**config.mk**
```make
export PLATFORM = sky130hd
export DESIGN_NAME = sd_cmd_path
export DESIGN_NICKNAME = d
export VERILOG_FILES = /design/src/rtl/sdc_pkg.sv /design/src/rtl/sdc_counter.sv /design/src/rtl/sdc_tx.sv /design/src/rtl/sdc_rx.sv /design/src/rtl/sd_cmd_path.sv
export SDC_FILE = /design/constraint.sdc
export NUM_CORES = 1
export LEC_CHECK = 0
export BUFFER_PORTS_ARGS = -buffer_cell sky130_fd_sc_hd__buf_2
export CAP_MARGIN = 0
export CORE_MARGIN = 2
export CORE_UTILIZATION = 30
export DETAILED_ROUTE_END_ITERATION = 6
export GPL_TIMING_DRIVEN = 0
export PLACE_DENSITY = 0.53
export SYNTH_ARGS = -nofsm -noshare
export SYNTH_HDL_FRONTEND = slang
export SYNTH_SLANG_ARGS = --single-unit
```
**constraint.sdc**
```tcl
create_clock -name clk -period 4.3 [get_ports clk]
set_input_delay 0.215 -clock clk [delete_from_list [all_inputs] [get_ports clk]]
set_output_delay 0.215 -clock clk [all_outputs]
set_load 0.02 [all_outputs]
```
**src/rtl/sdc_pkg.sv**
```systemverilog
package sdc_pkg;

  typedef enum logic [2:0] {
    ST_IDLE,
    ST_PEND,
    ST_SEND,
    ST_WAIT,
    ST_RECV,
    ST_CPL
  } state_t;

  typedef struct packed {
    logic rsp;
    logic lng;
    logic nocrc;
    logic pend;
    logic irq;
    logic cpl;
  } cmd_flags_t;

  // One serial step of CRC7, generator x^7 + x^3 + 1.
  function automatic logic [6:0] crc7_step(input logic [6:0] c, input logic b);
    logic fb;
    fb = b ^ c[6];
    crc7_step = {c[5:0], 1'b0} ^ (fb ? 7'h09 : 7'h00);
  endfunction

endpackage

```
**src/rtl/sdc_counter.sv**
```systemverilog
module sdc_counter #(
  parameter int MAX = 8,
  localparam int W = $clog2(MAX + 1)
) (
  input  logic         clk,
  input  logic         rst_n,
  input  logic         clr,
  output logic [W-1:0] cnt
);

  // Saturating up-counter, held at zero while clr is high.
  always_ff @(posedge clk or negedge rst_n) begin
    if (!rst_n)                cnt <= '0;
    else if (clr)              cnt <= '0;
    else if (cnt != W'(MAX))   cnt <= cnt + 1'b1;
  end

endmodule

```
**src/rtl/sdc_tx.sv**
```systemverilog
module sdc_tx
  import sdc_pkg::*;
#(
  parameter int IDX_W = 6,
  parameter int ARG_W = 32,
  localparam int PAY_W = 2 + IDX_W + ARG_W,
  localparam int N = PAY_W + 8,
  localparam int CW = $clog2(N)
) (
  input  logic             clk,
  input  logic             rst_n,
  input  logic             abort,
  input  logic             start,
  input  logic [IDX_W-1:0] idx,
  input  logic [ARG_W-1:0] arg,
  output logic             busy,
  output logic             line_o,
  output logic             last
);

  function automatic logic [6:0] crc_of(input logic [PAY_W-1:0] p);
    logic [6:0] c;
    c = '0;
    for (int i = PAY_W - 1; i >= 0; i--) c = crc7_step(c, p[i]);
    return c;
  endfunction

  logic [PAY_W-1:0] payload;
  logic [N-1:0]     frame;
  logic [N-1:0]     sh;
  logic [CW-1:0]    cnt;

  assign payload = {1'b0, 1'b1, idx, arg};
  assign frame   = {payload, crc_of(payload), 1'b1};
  assign last    = busy && (cnt == CW'(N - 1));
  assign line_o  = busy ? sh[N-1] : 1'b1;

  always_ff @(posedge clk or negedge rst_n) begin
    if (!rst_n) begin
      busy <= 1'b0;
      sh   <= '0;
      cnt  <= '0;
    end else if (abort) begin
      busy <= 1'b0;
      cnt  <= '0;
    end else if (start) begin
      busy <= 1'b1;
      sh   <= frame;
      cnt  <= '0;
    end else if (busy) begin
      sh  <= {sh[N-2:0], 1'b0};
      cnt <= cnt + 1'b1;
      if (last) busy <= 1'b0;
    end
  end

  // every frame opens with a low start bit
  assert_start_low_R3: assert property (@(posedge clk) disable iff (!rst_n)
    (start && !abort) |=> (busy && !line_o));
  // the driver stays on until the last bit has gone out
  assert_frame_unbroken_R3: assert property (@(posedge clk) disable iff (!rst_n)
    (busy && !last && !abort && !start) |=> busy);
  // the driver lets go right after the end bit
  assert_frame_ends_R3: assert property (@(posedge clk) disable iff (!rst_n)
    (last && !abort && !start) |=> !busy);

endmodule

```
**src/rtl/sdc_rx.sv**
```systemverilog
module sdc_rx
  import sdc_pkg::*;
#(
  parameter int SHORT = 48,
  parameter int LONG = 136,
  parameter int LONG_SKIP = 8,
  localparam int CW = $clog2(LONG + 1)
) (
  input  logic            clk,
  input  logic            rst_n,
  input  logic            abort,
  input  logic            start,
  input  logic            lng,
  input  logic            din,
  output logic            done,
  output logic            crc_ok,
  output logic [LONG-1:0] data
);

  localparam logic [CW-1:0] LEN_S  = CW'(SHORT);
  localparam logic [CW-1:0] LEN_L  = CW'(LONG);
  localparam logic [CW-1:0] SKIP_L = CW'(LONG_SKIP);
  localparam logic [CW-1:0] END_S  = CW'(SHORT - 8);
  localparam logic [CW-1:0] END_L  = CW'(LONG - 8);

  logic            active;
  logic            lng_q;
  logic [CW-1:0]   cnt;
  logic [LONG-1:0] sh;
  logic [6:0]      crc;

  logic            take, mode, covered;
  logic [CW-1:0]   k, len, skip, cov_end;
  logic [6:0]      crc_base, crc_nxt;

  always_comb begin
    take     = (start || active) && !abort;
    k        = start ? '0 : cnt;
    mode     = start ? lng : lng_q;
    len      = mode ? LEN_L : LEN_S;
    skip     = mode ? SKIP_L : '0;
    cov_end  = mode ? END_L : END_S;
    covered  = (k >= skip) && (k < cov_end);
    crc_base = start ? 7'h00 : crc;
    crc_nxt  = covered ? crc7_step(crc_base, din) : crc_base;
  end

  assign done   = take && (k == len - 1'b1);
  assign crc_ok = (sh[6:0] == crc);
  assign data   = {sh[LONG-2:0], din};

  always_ff @(posedge clk or negedge rst_n) begin
    if (!rst_n) begin
      active <= 1'b0;
      lng_q  <= 1'b0;
      cnt    <= '0;
      sh     <= '0;
      crc    <= '0;
    end else if (take) begin
      active <= !done;
      lng_q  <= mode;
      cnt    <= k + 1'b1;
      crc    <= crc_nxt;
      sh     <= start ? {{(LONG-1){1'b0}}, din} : {sh[LONG-2:0], din};
    end else begin
      active <= 1'b0;
    end
  end

  // a finished reply is never followed by further sampling
  assert_single_done_R8: assert property (@(posedge clk) disable iff (!rst_n)
    done |=> !active);

endmodule

```
**src/rtl/sd_cmd_path.sv**
```systemverilog
module sd_cmd_path
  import sdc_pkg::*;
#(
  parameter int GAP_CYCLES = 8,
  parameter int TIMEOUT_CYCLES = 64,
  parameter int IDX_W = 6,
  parameter int ARG_W = 32,
  parameter int SHORT_BITS = 48,
  parameter int LONG_BITS = 136
) (
  input  logic                 clk,
  input  logic                 rst_n,
  input  logic                 en,
  input  logic                 cmd_valid,
  output logic                 cmd_ready,
  input  logic [IDX_W-1:0]     cmd_index,
  input  logic [ARG_W-1:0]     cmd_arg,
  input  logic                 cmd_rsp,
  input  logic                 cmd_long,
  input  logic                 cmd_nocrc,
  input  logic                 cmd_pend,
  input  logic                 cmd_int,
  input  logic                 cmd_cpl,
  input  logic                 data_done,
  input  logic                 dev_cpl,
  input  logic                 cmd_line_i,
  output logic                 cmd_line_o,
  output logic                 cmd_line_oe,
  output logic                 rsp_valid,
  input  logic                 rsp_ready,
  output logic [LONG_BITS-1:0] rsp_data,
  output logic                 rsp_crc_err,
  output logic                 evt_timeout,
  output logic                 evt_cpl
);

  localparam int GAP_W = $clog2(GAP_CYCLES + 1);
  localparam int TMR_W = $clog2(TIMEOUT_CYCLES);

  state_t             st, st_n;
  cmd_flags_t         fl, fl_in;
  logic [IDX_W-1:0]   idx_q;
  logic [ARG_W-1:0]   arg_q;
  logic [GAP_W-1:0]   gap_cnt;
  logic [TMR_W-1:0]   tmr_cnt;

  logic accept, tx_start, tx_busy, tx_last, tx_line;
  logic seen_start, time_up, want_rsp;
  logic rx_start, rx_done, rx_crc_ok, crc_bad;
  logic [LONG_BITS-1:0] rx_data;

  assign fl_in = '{rsp: cmd_rsp, lng: cmd_long, nocrc: cmd_nocrc,
                   pend: cmd_pend, irq: cmd_int, cpl: cmd_cpl};

  sdc_counter #(.MAX(GAP_CYCLES)) u_gap (
    .clk(clk), .rst_n(rst_n), .clr(st != ST_IDLE), .cnt(gap_cnt));

  sdc_counter #(.MAX(TIMEOUT_CYCLES - 1)) u_tmr (
    .clk(clk), .rst_n(rst_n), .clr(st != ST_WAIT), .cnt(tmr_cnt));

  assign cmd_ready  = en && (st == ST_IDLE) && (gap_cnt == GAP_W'(GAP_CYCLES)) && !rsp_valid;
  assign accept     = cmd_valid && cmd_ready;
  assign want_rsp   = fl.rsp || fl.irq;
  assign seen_start = (st == ST_WAIT) && !cmd_line_i;
  assign time_up    = (st == ST_WAIT) && cmd_line_i && !fl.irq &&
                      (tmr_cnt == TMR_W'(TIMEOUT_CYCLES - 1));
  assign tx_start   = en && ((accept && !cmd_pend) || ((st == ST_PEND) && data_done));
  assign rx_start   = en && seen_start;
  assign crc_bad    = !fl.nocrc && !rx_crc_ok;

  sdc_tx #(.IDX_W(IDX_W), .ARG_W(ARG_W)) u_tx (
    .clk(clk), .rst_n(rst_n), .abort(!en), .start(tx_start),
    .idx(accept ? cmd_index : idx_q), .arg(accept ? cmd_arg : arg_q),
    .busy(tx_busy), .line_o(tx_line), .last(tx_last));

  sdc_rx #(.SHORT(SHORT_BITS), .LONG(LONG_BITS)) u_rx (
    .clk(clk), .rst_n(rst_n), .abort(!en), .start(rx_start), .lng(fl.lng),
    .din(cmd_line_i), .done(rx_done), .crc_ok(rx_crc_ok), .data(rx_data));

  assign cmd_line_o  = tx_line;
  assign cmd_line_oe = tx_busy;

  always_comb begin
    st_n = st;
    if (!en) st_n = ST_IDLE;
    else begin
      unique case (st)
        ST_IDLE: if (accept)     st_n = cmd_pend ? ST_PEND : ST_SEND;
        ST_PEND: if (data_done)  st_n = ST_SEND;
        ST_SEND: if (tx_last)    st_n = want_rsp ? ST_WAIT : ST_IDLE;
        ST_WAIT: if (seen_start) st_n = ST_RECV;
                 else if (time_up) st_n = ST_IDLE;
        ST_RECV: if (rx_done)    st_n = (crc_bad || !fl.cpl) ? ST_IDLE : ST_CPL;
        ST_CPL:  if (dev_cpl)    st_n = ST_IDLE;
        default:                 st_n = ST_IDLE;
      endcase
    end
  end

  always_ff @(posedge clk or negedge rst_n) begin
    if (!rst_n) begin
      st          <= ST_IDLE;
      fl          <= '0;
      idx_q       <= '0;
      arg_q       <= '0;
      rsp_valid   <= 1'b0;
      rsp_data    <= '0;
      rsp_crc_err <= 1'b0;
      evt_timeout <= 1'b0;
      evt_cpl     <= 1'b0;
    end else begin
      st          <= st_n;
      evt_timeout <= en && time_up;
      evt_cpl     <= en && (st == ST_CPL) && dev_cpl;
      if (accept) begin
        fl    <= fl_in;
        idx_q <= cmd_index;
        arg_q <= cmd_arg;
      end
      if (en && (st == ST_RECV) && rx_done) begin
        rsp_valid   <= 1'b1;
        rsp_data    <= rx_data;
        rsp_crc_err <= crc_bad;
      end else if (rsp_ready) begin
        rsp_valid <= 1'b0;
      end
    end
  end

  // nothing is driven onto the line while idle
  assert_idle_quiet_R1: assert property (@(posedge clk) disable iff (!rst_n)
    (st == ST_IDLE) |-> !cmd_line_oe);
  // an immediate command starts its frame in the next cycle
  assert_accept_starts_R3: assert property (@(posedge clk) disable iff (!rst_n)
    (accept && !cmd_pend) |=> (cmd_line_oe && !cmd_line_o));
  // the line stays released while holding for the data path
  assert_pend_quiet_R4: assert property (@(posedge clk) disable iff (!rst_n)
    (st == ST_PEND) |-> (!cmd_line_oe && fl.pend));
  // the timeout event lasts a single cycle
  assert_timeout_pulse_R6: assert property (@(posedge clk) disable iff (!rst_n)
    evt_timeout |=> !evt_timeout);
  // no timeout while waiting for an interrupt start bit
  assert_irq_no_timeout_R7: assert property (@(posedge clk) disable iff (!rst_n)
    ((st == ST_WAIT) && fl.irq) |=> !evt_timeout);
  // a held reply does not change
  assert_rsp_hold_R10: assert property (@(posedge clk) disable iff (!rst_n)
    (rsp_valid && !rsp_ready) |=> (rsp_valid && $stable(rsp_data) && $stable(rsp_crc_err)));
  // no new command while a reply is pending
  assert_no_accept_pending_R10: assert property (@(posedge clk) disable iff (!rst_n)
    rsp_valid |-> !cmd_ready);
  // no new command while waiting for device completion
  assert_cpl_blocks_R11: assert property (@(posedge clk) disable iff (!rst_n)
    (st == ST_CPL) |-> !cmd_ready);
  // disabling stops the driver and returns to idle
  assert_abort_R12: assert property (@(posedge clk) disable iff (!rst_n)
    !en |=> (!cmd_line_oe && (st == ST_IDLE)));

endmodule

```
==> metrics.md <==
| Metric | Value |
|---|---|
| Finished Cell Area | between 20000 and 25000 sq um |
| Yosys reg bits | 403 |
| Tmin final | a little under 4 ns |
| Synth Instances | approximately 1500 |
| HPWL after detailed placement | around 31 mm |
| Synth top area share | a little under three fifths |
| Antenna violations before repair | 0 |
| Comb pwr share | about 44% |
| Biggest area consumer among synthesized cells | dfrtp_1 |
| Fin nets | approximately 1900 |
| DR vias/cell | roughly 4.6 |
| Fmax | between 0.2 and 0.3 GHz |
| GRT Residual Overflow | 0 |
| Share of layout cells above drive strength 1 | a little over a quarter |
| Fin cells | 2635 |
| Initial Util | 30.42% |
| Clock Skews | between 0.02 and 0.025 ns |
| PD cells | between 700 and 800 nW/um^2 |
| Worst hold-check path type | in -> reg |
| CP arrival | between 4 and 5 ns |
| Routed WL | roughly 44 mm |
| Busiest grt layer | met2 |
| Setup TNS | 0 ns |
| Peak VDD IR | 1.341 mV |
| Via count | 12020 |
| Num ports | just under 200 |
| Post-Place Setup Slack | -1.872 ns |
| Number of global-route vias before repair | 12460 |
| Post-synth top flop | dfrtp_1 |
| Diode count | 0 |
| Count of pins over their slew limit | 0 |
| CTS tree | yes |
| Clock power frac | 27.2% |
| H-tree lvl count | 2 |
| M3 GR Usage | between 2 and 3% |
| Library cells used by synthesis | 52 |
| Die height | 246.1 um |
| Post-route ant nets | 0 |
| CP endpoint kind | flop |
| Final worst setup slack | 0.3729 ns |
| Sequential-to-total area share from yosys stat | between 50 and 60% |
| Pwr Total | ~16 mW |
| Ys Warns | 0 |
| Die ar. | about 60000 sq um |
| Met1 Use GR | between 10% and 20% |
| Critical Path RT | around 4.8 ns |
| GPL Wtd Cong | 0.7816 |
| Final period utilization | about nine tenths |
| Clock tree buffer depth | 3 |
| Port Buffers | approximately 190 |
| DRC Markers | 0 |
| Switching Fraction | 32.44% |
| Met2 Usage GRT | 24.26% |
| Clk Tree Root Cell | clkbuf_16 |
| Internal | 10.67 mW |
| Synth area leaders | dfrtp_1 (57%), mux2_2 (12%), nand2_1 (6.7%) |
| Clock Latency Late Sink | 0.59 ns |
| Post-synth EDFFs | 0 |
| Die Wd | 246.1 um |
| Max Cap Violations | 0 |
| Gr usage total | roughly 15% |
| First drt pass iteration count | 5 |
| Status | completed |
| Global-route wire length before repair | between 60 and 70 mm |
| Largest net degree at the start of global routing | approximately 120 |
| Crit path launch type | flop |
| Core area | a little under 60000 sq um |
| Post-Syn Area per Cell | between 10 and 15 sq um |
| CP Class | reg -> reg |
| Endpoints failing hold | 0 |
| Unrepaired setup endpoints after global routing | no |
| # setup viols final | 0 |
| Routed length per instance | around 17 um |
| DRT iter0 DRCs | a little under 600 |
| Commonest non-fill, non-tap cells in the layout | dfrtp_1 (403), nand2_1 (314), buf_2 (197), mux2_2 (182), a21oi_1 (142) |
| Crit Path Max Fanout | 10 |
| Total CTS buffers | 46 |
| Cell count after placement | roughly 2500 |
| Leakage power | 11.20 nW |
| Syn_nets | 1600 |
| Clock sink total | 403 |
| Most common cell after layout, fill and taps aside | dfrtp_1 |
| Area Overhead vs Synth | 24.10% |
| Post-synth ARST share | 100.0% |
| DP Area | slightly below 20000 sq um |
| # rows | 88 |
| Filler Cells Inserted | approximately 5700 |
| Net switching power | roughly 5 mW |
| Relative slew slack | between 40 and 50% |
| Area of the mapped netlist | between 15000 and 20000 sq um |
| Seq pwr share | 28.4% |
| Reg clk slew, reported paths | 0.06 ns |
| Worst Max-Slew Pin Slew | approximately 0.89 ns |
## metrics by stage
stage | hold WS [ns] | utilization, %
after global routing | 0.03424 | 37.75
after floorplan | -0.08059 | -
after CTS | 0.004741 | 37.74
final | 0.03729 | 37.75
after global placement | 0.4047 | 33.75
after detailed placement | 0.3453 | 33.91
## worst paths after layout
check                           startpoint  depth (start not counted)             to  slack [ns]
worst max register to register       st[0]                         16   rsp_data[63]        0.37
worst min register to register  u_rx.lng_q                          2     u_rx.lng_q        0.48
worst min-delay path            cmd_arg[7]                          3       arg_q[7]        0.04
min in group asynchronous            rst_n                          2  rsp_data[122]        0.26
worst max-delay path                 st[0]                         16   rsp_data[63]        0.37
max in group asynchronous            rst_n                          4    u_tx.sh[46]        2.62
## power groups by stage
| stage | sequential, mW | clock, mW | combinational, mW |
|---|---|---|---|
| 6_report | 4.49 | 4.29 | 7.02 |
| 3_5_place_dp | 4.55 | 0 | 7.09 |
| 5_1_grt | 4.54 | 4.59 | 7.49 |
| 4_1_cts | 4.49 | 4.42 | 7.10 |
| 2_1_floorplan | 4.47 | 0 | 5.94 |
| 3_3_place_gp | 4.54 | 0 | 6.97 |
## flip-flops by register name (all words and copies together), names as in the netlist, 3 cells and up
name       count
arg_q         32
u_tx.cnt       6
u_rx.crc       7
rsp_data     136
idx_q          6
fl             5
u_tx.sh       48
u_tmr.cnt      6
u_gap.cnt      4
u_rx.cnt       8
u_rx.sh      135
st             3
## timing repair
| item | 4_1_cts | 5_1_grt |
|---|---|---|
| resized for setup | 18 | 4 |
| hold endpoints to repair | 155 | 0 |
| hold buffers | 47 | 0 |
| pin swaps | 0 | 0 |
| setup buffers | 3 | 0 |
| setup endpoints to repair | 148 | 135 |
## worst max-delay path, cell delays in order, from the launching register on
cell and delay, ns:
dfrtp_1 0.46, nand4bb_1 0.13, clkbuf_2 0.26, nor2_2 0.22, clkbuf_4 0.29, clkbuf_4 0.31, nand2_1 0.10, nand2_1 0.12
inv_1 0.08, ha_1 0.29, o211a_1 0.15, and2_1 0.19, nand4_1 0.10, buf_4 0.15, clkbuf_8 0.24, clkbuf_2 0.32
mux2_2 0.37
## cells in the mapped netlist, types with 7 or more instances
master,count
a21oi_1,142
a22oi_1,8
buf_1,10
clkbuf_1,76
dfrtp_1,403
ha_1,9
inv_1,11
mux2_2,182
mux2i_1,49
nand2_1,314
nand3_1,40
nand4_1,8
nor2_1,78
nor3_1,7
o21ai_0,24
xnor2_1,65
xnor3_1,19
xor2_1,31
## per-layer routing
metal	part of all wire, %	wire, um
met5	0	0
met4	1.9	831
met3	4.5	1961
met2	47	20780
met1	46	20260
## final cells by class
cell class / instances / area, sq um / area share, %
Buffer: 90 / 379.1 / 1.737
Clock inverter: 18 / 321.6 / 1.474
Tap cell: 765 / 957.2 / 4.386
Timing Repair Buffer: 247 / 1556 / 7.133
Sequential cell: 403 / 10080 / 46.22
Clock buffer: 66 / 1366 / 6.261
Multi-Input combinational cell: 1035 / 7114 / 32.60
Inverter: 11 / 41.29 / 0.1892
## kinds of logic (layout without fill, tap and decap cells)
group                      after synthesis  count (layout)  synth area share, %
AOI/OAI and AO/OA                      193             193                5.928
xor gates and xnor gates               123             123                8.091
adders and majority gates                9               9               0.6404
buffers and inverters                  101             432                2.199
DFF                                    403             403                57.35
muxes                                  233             233                14.65
and+or+nand+nor                        477             477                11.14
(Power assumes the default switching activity.)
